**config.mk**
```make
export PLATFORM = sky130hd
export DESIGN_NAME = wm_fifo
export DESIGN_NICKNAME = d
export VERILOG_FILES = /design/src/rtl/wm_fifo_pkg.sv /design/src/rtl/wm_fifo_store.sv /design/src/rtl/wm_fifo_cfg.sv /design/src/rtl/wm_fifo_level.sv /design/src/rtl/wm_fifo.sv
export SDC_FILE = /design/constraint.sdc
export NUM_CORES = 1
export LEC_CHECK = 0
export BUFFER_PORTS_ARGS = -buffer_cell sky130_fd_sc_hd__buf_2
export CAP_MARGIN = 20
export CORE_MARGIN = 8
export CORE_UTILIZATION = 40
export CTS_CLUSTER_SIZE = 24
export DETAILED_ROUTE_END_ITERATION = 7
export GPL_TIMING_DRIVEN = 0
export PLACE_DENSITY_LB_ADDON = 0.25
export SLEW_MARGIN = 40
export SYNTH_ARGS = -nofsm -noshare
export SYNTH_HDL_FRONTEND = slang
export SYNTH_HIERARCHICAL = 1
export SYNTH_SLANG_ARGS = --single-unit
```
**constraint.sdc**
```tcl
create_clock -name clk -period 2.4 [get_ports clk]
set_input_delay 0.12 -clock clk [delete_from_list [all_inputs] [get_ports clk]]
set_output_delay 0.12 -clock clk [all_outputs]
set_load 0.01 [all_outputs]
```
**src/rtl/wm_fifo_pkg.sv**
```systemverilog
package wm_fifo_pkg;
  // Level fields are 5 bits wide; the FIFO depth must not exceed 32.
  localparam int LVL_W = 5;

  typedef struct packed {
    logic             rx_dma;
    logic [LVL_W-1:0] hi_lvl;
    logic             tx_dma;
    logic [LVL_W-1:0] lo_lvl;
  } wm_cfg_t;

  function automatic wm_cfg_t cfg_unpack(input logic [15:0] w);
    wm_cfg_t c;
    c.rx_dma = w[15];
    c.hi_lvl = w[12:8];
    c.tx_dma = w[7];
    c.lo_lvl = w[4:0];
    return c;
  endfunction

  function automatic logic [15:0] cfg_pack(input wm_cfg_t c);
    return {c.rx_dma, 2'b00, c.hi_lvl, c.tx_dma, 2'b00, c.lo_lvl};
  endfunction
endpackage

```
**src/rtl/wm_fifo_store.sv**
```systemverilog
module wm_fifo_store #(
  parameter int DATA_W = 16,
  parameter int DEPTH  = 32,
  localparam int PTR_W = $clog2(DEPTH),
  localparam int CNT_W = PTR_W + 1
) (
  input  logic              clk,
  input  logic              rst_n,
  input  logic              push,
  input  logic              pop,
  input  logic [DATA_W-1:0] wdata,
  output logic [DATA_W-1:0] head,
  output logic [CNT_W-1:0]  count
);
  logic [DATA_W-1:0] mem [DEPTH];
  logic [PTR_W-1:0]  rd_ptr, rd_ptr_nxt, wr_ptr;
  logic [CNT_W-1:0]  count_nxt;
  logic              push_ok, pop_ok;

  assign push_ok = push && (count != CNT_W'(DEPTH));
  assign pop_ok  = pop && (count != '0);
  assign wr_ptr  = rd_ptr + count[PTR_W-1:0];
  assign head    = mem[rd_ptr];

  always_comb begin
    rd_ptr_nxt = rd_ptr;
    count_nxt  = count;
    if (pop_ok) rd_ptr_nxt = rd_ptr + PTR_W'(1);
    case ({push_ok, pop_ok})
      2'b10:   count_nxt = count + CNT_W'(1);
      2'b01:   count_nxt = count - CNT_W'(1);
      default: count_nxt = count;
    endcase
  end

  always_ff @(posedge clk or negedge rst_n) begin
    if (!rst_n) begin
      rd_ptr <= '0;
      count  <= '0;
    end else if (push_ok || pop_ok) begin
      rd_ptr <= rd_ptr_nxt;
      count  <= count_nxt;
    end
  end

  always_ff @(posedge clk) begin
    if (push_ok) mem[wr_ptr] <= wdata;
  end
endmodule

```
**src/rtl/wm_fifo_cfg.sv**
```systemverilog
module wm_fifo_cfg
  import wm_fifo_pkg::*;
(
  input  logic        clk,
  input  logic        rst_n,
  input  logic        wr_en,
  input  logic [15:0] wdata,
  output wm_cfg_t     cfg
);
  wm_cfg_t cfg_nxt;
  logic    unused_bits;

  assign unused_bits = ^{wdata[14:13], wdata[6:5]};

  always_comb begin
    cfg_nxt = cfg_unpack(wdata);
  end

  always_ff @(posedge clk or negedge rst_n) begin
    if (!rst_n) begin
      cfg.rx_dma <= 1'b0;
      cfg.hi_lvl <= '1;
      cfg.tx_dma <= 1'b0;
      cfg.lo_lvl <= '0;
    end else if (wr_en) begin
      cfg <= cfg_nxt;
    end
  end
endmodule

```
**src/rtl/wm_fifo_level.sv**
```systemverilog
module wm_fifo_level
  import wm_fifo_pkg::*;
#(
  parameter int CNT_W = 6
) (
  input  logic [CNT_W-1:0] count,
  input  logic             dir_rx,
  input  logic             active,
  input  wm_cfg_t          cfg,
  output logic             rx_req,
  output logic             tx_req,
  output logic             rx_flag,
  output logic             tx_flag
);
  logic live, rx_hit, tx_hit;

  always_comb begin
    live    = active || (count != '0);
    rx_hit  = live && dir_rx && (count > CNT_W'(cfg.hi_lvl));
    tx_hit  = live && !dir_rx && (count < CNT_W'(cfg.lo_lvl));
    rx_req  = rx_hit && cfg.rx_dma;
    rx_flag = rx_hit && !cfg.rx_dma;
    tx_req  = tx_hit && cfg.tx_dma;
    tx_flag = tx_hit && !cfg.tx_dma;
  end
endmodule

```
**src/rtl/wm_fifo.sv**
```systemverilog
module wm_fifo
  import wm_fifo_pkg::*;
#(
  parameter int DATA_W = 16,
  parameter int DEPTH  = 32,
  localparam int CNT_W = $clog2(DEPTH) + 1
) (
  input  logic              clk,
  input  logic              rst_n,
  input  logic              dir_rx,
  input  logic              xfer_active,
  input  logic              host_wr_en,
  input  logic [DATA_W-1:0] host_wdata,
  input  logic              host_rd_en,
  input  logic              xfer_push,
  input  logic [DATA_W-1:0] xfer_wdata,
  input  logic              xfer_pop,
  output logic [DATA_W-1:0] head_data,
  output logic [CNT_W-1:0]  fill_level,
  input  logic              cfg_wr_en,
  input  logic [15:0]       cfg_wdata,
  output logic [15:0]       cfg_rdata,
  output logic              rx_dma_req,
  output logic              tx_dma_req,
  output logic              rx_level_flag,
  output logic              tx_level_flag
);
  logic [1:0]        rst_sync;
  logic              rst_int_n;
  logic              push, pop;
  logic [DATA_W-1:0] push_data;
  wm_cfg_t           cfg;

  // Asynchronous assertion, synchronous release.
  always_ff @(posedge clk or negedge rst_n) begin
    if (!rst_n) rst_sync <= 2'b00;
    else        rst_sync <= {rst_sync[0], 1'b1};
  end
  assign rst_int_n = rst_sync[1];

  // Direction steers which side may push and which may pop.
  assign push      = dir_rx ? xfer_push : host_wr_en;
  assign pop       = dir_rx ? host_rd_en : xfer_pop;
  assign push_data = dir_rx ? xfer_wdata : host_wdata;

  wm_fifo_store #(.DATA_W(DATA_W), .DEPTH(DEPTH)) u_store (
    .clk   (clk),
    .rst_n (rst_int_n),
    .push  (push),
    .pop   (pop),
    .wdata (push_data),
    .head  (head_data),
    .count (fill_level)
  );

  wm_fifo_cfg u_cfg (
    .clk   (clk),
    .rst_n (rst_int_n),
    .wr_en (cfg_wr_en),
    .wdata (cfg_wdata),
    .cfg   (cfg)
  );
  assign cfg_rdata = cfg_pack(cfg);

  wm_fifo_level #(.CNT_W(CNT_W)) u_level (
    .count   (fill_level),
    .dir_rx  (dir_rx),
    .active  (xfer_active),
    .cfg     (cfg),
    .rx_req  (rx_dma_req),
    .tx_req  (tx_dma_req),
    .rx_flag (rx_level_flag),
    .tx_flag (tx_level_flag)
  );
endmodule

```
; ---- Word level (Yosys, flattened, before mapping)
; Memories as Yosys holds them, arrays and structs flattened.
; Cells that the tools add are included.
[op_classes]
n_addsub = 4
multipliers = 0
div_mod_pow = 0
n_lt_le_gt_ge = 2
eq_ne = 3
shift = 0
mux = 6
bitwise_logic = 0
reduce_logical = 19
[op_table]
columns = operator, n
row1 = 16-bit two-way mux, 1
row2 = 6-bit case mux with 2 select lines, 1
row3 = 1-bit logical AND, 10
row4 = 6-bit by 1-bit adder with 6-bit output (second input constant), 1
row5 = 6-bit by 5-bit > comparator with 1-bit output, 1
row6 = 6-bit by 5-bit less-than comparator with 1-bit output, 1
row7 = 6-bit inequality test (second input constant), 1
row8 = 6-bit nonzero test, 1
row9 = 6-bit by 1-bit subtractor with 6-bit output (second input constant), 1
row10 = 5-bit by 1-bit adder with 5-bit output (second input constant), 1
row11 = 5-bit adder, 1
row12 = 1-bit two-way mux, 4
row13 = 2-bit AND reduction, 2
row14 = 1-bit logical NOT, 3
row15 = 2-bit by 1-bit == test with 1-bit output (second input constant), 1
row16 = 2-bit == test (second input constant), 1
row17 = 1-bit logical OR, 2
row18 = 2-bit nonzero test, 1
[totals]
register_bits = 25
latchBits = 0
ram_bits = 512
rom_bits = 0
output_inout_bits = 42
n_memories = 1
[memory_table]
columns = name, depth, word_bits, read_ports, rd_ports_with_merged_regs, wr, line
row1 = u_store.mem, 32, 16, 1, 0, 1, wm_fifo_store.sv:15  ; logic [DATA_W-1:0] mem [DEPTH];

; ---- Logic depth before layout (Yosys ltp)
[depth]
ltp_word = 5
ltp_mapped = 13
ltp_nobuf = 11

; ---- Hierarchy
; Netlist, hierarchy kept.
[modules_own_cells]
columns = mod, n_inst, cells_per_inst, area_per_inst_um2
row1 = wm_fifo_store, 1, 1003, 20608.5
row2 = wm_fifo_cfg, 1, 25, 490.5
row3 = wm_fifo, 1, 28, 359.1
row4 = wm_fifo_level, 1, 40, 296.5

; ---- Worst setup path after synthesis
; Ideal clock, no wire load.
[synth_path]
path_kind = register to register
from = register u_store.count[0]
to = memory u_store.mem[10][0], enable pin
t_arrival_ps = 3598
required_ps = 1970
setup_slack_ps = -1628
path_stages_with_launch = 8
n_path_buf = 1
period_less_slack_ps = 4028
path_cell_list = dfrtp_1 -> ha_1 -> fa_1 -> a21o_1 -> a21oi_4 -> xor2_2 -> buf_2 -> nor4_1
[synth_via]
elab_chain_cells = 4
elab_cells_between_ends = 5
cone_classes = add/sub (1) / eq/ne (1) / mux (2) / reduce/logical (1)
[synth_rtl]
columns = element, line
row1 = from (decl), wm_fifo_store.sv:13  ; output logic [CNT_W-1:0] count
row2 = from (signal assigned), wm_fifo_store.sv:42  ; count <= count_nxt;
row3 = 6-bit inequality test, wm_fifo_store.sv:20  ; assign push_ok = push && (count != CNT_W'(DEPTH));
row4 = 1-bit logical AND, wm_fifo_store.sv:20
row5 = 1-bit two-way mux, wm_fifo_store.sv:47  ; if (push_ok) mem[wr_ptr] <= wdata;
row6 = 1-bit two-way mux (implied by the code), wm_fifo_store.sv:47
row7 = to (decl), wm_fifo_store.sv:15
; Several ways; a longest one is shown, not always the timed one.

; ---- Worst setup path after layout
[layout_path]
from = register u_store.rd_ptr[0]
to = memory u_store.mem[27][8], enable pin
[layout_via]
elab_chain_cells = 1
[layout_rtl]
columns = element, line
row1 = from (decl), wm_fifo_store.sv:16  ; logic [PTR_W-1:0] rd_ptr, rd_ptr_nxt, wr_ptr;
row2 = from (signal assigned), wm_fifo_store.sv:41  ; rd_ptr <= rd_ptr_nxt;
row3 = 5-bit adder, wm_fifo_store.sv:22  ; assign wr_ptr = rd_ptr + count[PTR_W-1:0];
; No other way between the ends.

==> reports/metrics.cfg <==
[outcome]
status = finished, violations left
violations = negative setup slack

[route]
drt_first_pass_iters = 5
wirelength_mm = 60.5
drc = 0
drtIter0Drc = 1137
ant_nets = 0
vias_per_cell = 5.62
wl_per_cell_um = 27.4
vias = 12400

[power_and_ir_drop]
p_per_area_nw_per_um2 = 1460
leakagePower_nw = 10.0
total_power_mw = 42.2
peakVddDrop_mv = 1.29

[global_route]
overflow = 0
grt_pass1_wl_mm = 87.1
track_usage_pct = 18.9
grt_max_degree = 33
grt_pass1_vias = 12800
antenna_found_initial = 0

[cts]
cts_made_buffers = 54
htreeDepth = 2
path_clk_slew_ps = 70
clk_latency_ps = 600
clock_path_buffers = 3
cts_tree = built
cts_root_buffer = clkbuf_16
cts_sinks = 537

[layout]
diodes = 0
layout.nets = 1547
multi_input_area_um2 = 6650
syn_to_final_growth_pct = 33.0
fill_cells = 4125
ff_latch_area_um2 = 16000
final_util_pct = 53.8
drive_above_1_share_pct = 47.9

[yosys]
synthCells = 1096
yosysMostFrequentCell = edfxtp_1
synth-edff-count = 512
synth_area_leaders = edfxtp_1 (71%), mux4_2 (8.2%), mux2i_1 (4.5%)
synthTopCellsByCount = edfxtp_1 (512), mux2i_1 (98), mux4_2 (79)
synth-seq-area-share_pct = 73.6
synthArstFlopShare_pct = 4.66
synth_flop_cell = edfxtp_1
synth.distinct_cells = 59
synth_top_area_cell = edfxtp_1
syn_area_per_cell_um2 = 19.8
synth_area_um2 = 21800
synth_warnings = 6
synth_seq_cells = 537
yosysTopAreaCellShare_pct = 70.7

[setup_path]
start_kind = flip-flop
r2r_cells = 11
critPathCaptureType = flip-flop
critical_path_class = flip-flop to flip-flop
cp.arrival_ps = 3200
required_ps = 2710
crit_fanout = 7

[floorplanning]
die_area_um2 = 62100
die_y_um = 249
placementRows = 85
core_area_um2 = 53800
initial_core_util_pct = 40.4
pin_count = 99
dieWidth_um = 249

[timing]
worstMarginPinSlew_ps = 805
drv_slew = 0
fin_worst_skew_ps = 16.9
setup_slack_ps = -484
finalCritPeriodShare_pct = 120
rsz0062_at_grt = true
hold_viol = 0
slew_headroom_pct = 46.3
fmax_ghz = 0.347
min_period_ps = 2880
setup_viol = 535

[job]
maxCapViolCount = 0

[hold_path]
min_path_cells = 5
hold_class = input pin to flip-flop

[place]
dp_hpwl_mm = 39.1
gp_congestion = 0.868
post-place-ws_ps = -1000
portBuffers = 90

## routing by layer
metal | vias up | GRT usage (%) | share of wire (%)
met3 | 87 | 3.63 | 6.3
met1 | 6511 | 25.2 | 42
met2 | 450 | 31.1 | 48
li1 | 5350 | - | -
met4 | 0 | 6.26 | 3.2
met5 | - | 0 | 0
## registers in the layout (all words and copies together) (netlist names)
register,flops
u_store/count,6
u_cfg/cfg,12
u_store/rd_ptr,5
rst_sync,2
u_store/mem,512
## what timing repair did
item	4_1_cts	5_1_grt
pin swaps	77	29
hold buffers	26	0
buffers inserted	95	36
cloned	4	2
endpoints found under the hold margin	14	0
gates resized for setup	280	71
setup endpoints to repair	537	537
## layout make-up
type	count	area share [%]
Buffer	66	2.68
Tap cell	696	3.01
Clock buffer	69	4.86
Timing Repair Buffer	318	9.99
Inverter	14	0.182
Sequential cell	537	55.3
Multi-Input combinational cell	481	23.0
Clock inverter	27	0.942
## path summary, 6_finish.rpt
kind	endpoint	slack, ps	startpoint
max	u_store/mem[27][8]	-480	u_store/rd_ptr[0]
min in group asynchronous	u_store/rd_ptr[2]	250	rst_sync[1]
min reg2reg	u_store/rd_ptr[2]	250	rst_sync[1]
max reg2reg	u_store/mem[27][8]	-480	u_store/rd_ptr[0]
max in group asynchronous	u_store/count[3]	1770	rst_sync[1]
min	u_store/rd_ptr[0]	190	xfer_pop
## where the power goes
group          switching (mW)  internal, mW  leakage (nW)
clock                    3.49          4.67         0.817
combinational            12.1          9.18          4.31
sequential              0.542          12.2          4.89
total                    16.1          26.0          10.0
## kinds of logic (layout without fill, tap and decap cells)
| group | count (synthesis) | after routing | share of synthesized area (%) |
|---|---|---|---|
| XOR/XNOR | 19 | 19 | 0.869 |
| adder cells (fa/ha/maj) | 18 | 18 | 1.07 |
| other | 2 | 5 | 0.0345 |
| AO/OA/AOI/OAI | 155 | 155 | 5.13 |
| multiplexers | 209 | 209 | 14.7 |
| buffers and inverters | 81 | 494 | 2.28 |
| flip-flops | 537 | 537 | 73.6 |
| AND/OR/NAND/NOR | 75 | 75 | 2.34 |
## metrics by stage
step                hold slack [ps]  TNS, ps  std cells  area (um2)
floorplan                      -176  -262810       1099       22400
global placement              -93.4  -622350       1885       23700
detailed placement            -91.8  -340630       1953       24300
CTS                            72.1  -184740       2172       28300
global route                    196  -229190       2208       28900
finish                          186  -197200       2208       28900
## placed cells by master (no fill, tap or decap), types with 16 or more instances in the layout
cell / n
a22oi_2: 25
buf_12: 27
buf_2: 90
buf_4: 112
buf_6: 68
buf_8: 31
clkbuf_1: 16
clkbuf_16: 56
dlygate4sd3_1: 26
edfxtp_1: 512
mux2_4: 21
mux2i_1: 91
mux4_2: 79
nor4_4: 32
## worst max-delay path: stages (launching register included)
cell and delay, ps:
dfrtp_2 460, ha_4 190, fa_2 420, a21o_1 200, a21oi_4 210, buf_12 130, xnor2_4 120, buf_12 190
buf_8 140, nor4_4 220, buf_6 180, buf_8 130
No activity file was read; power rests on OpenSTA's default activity.
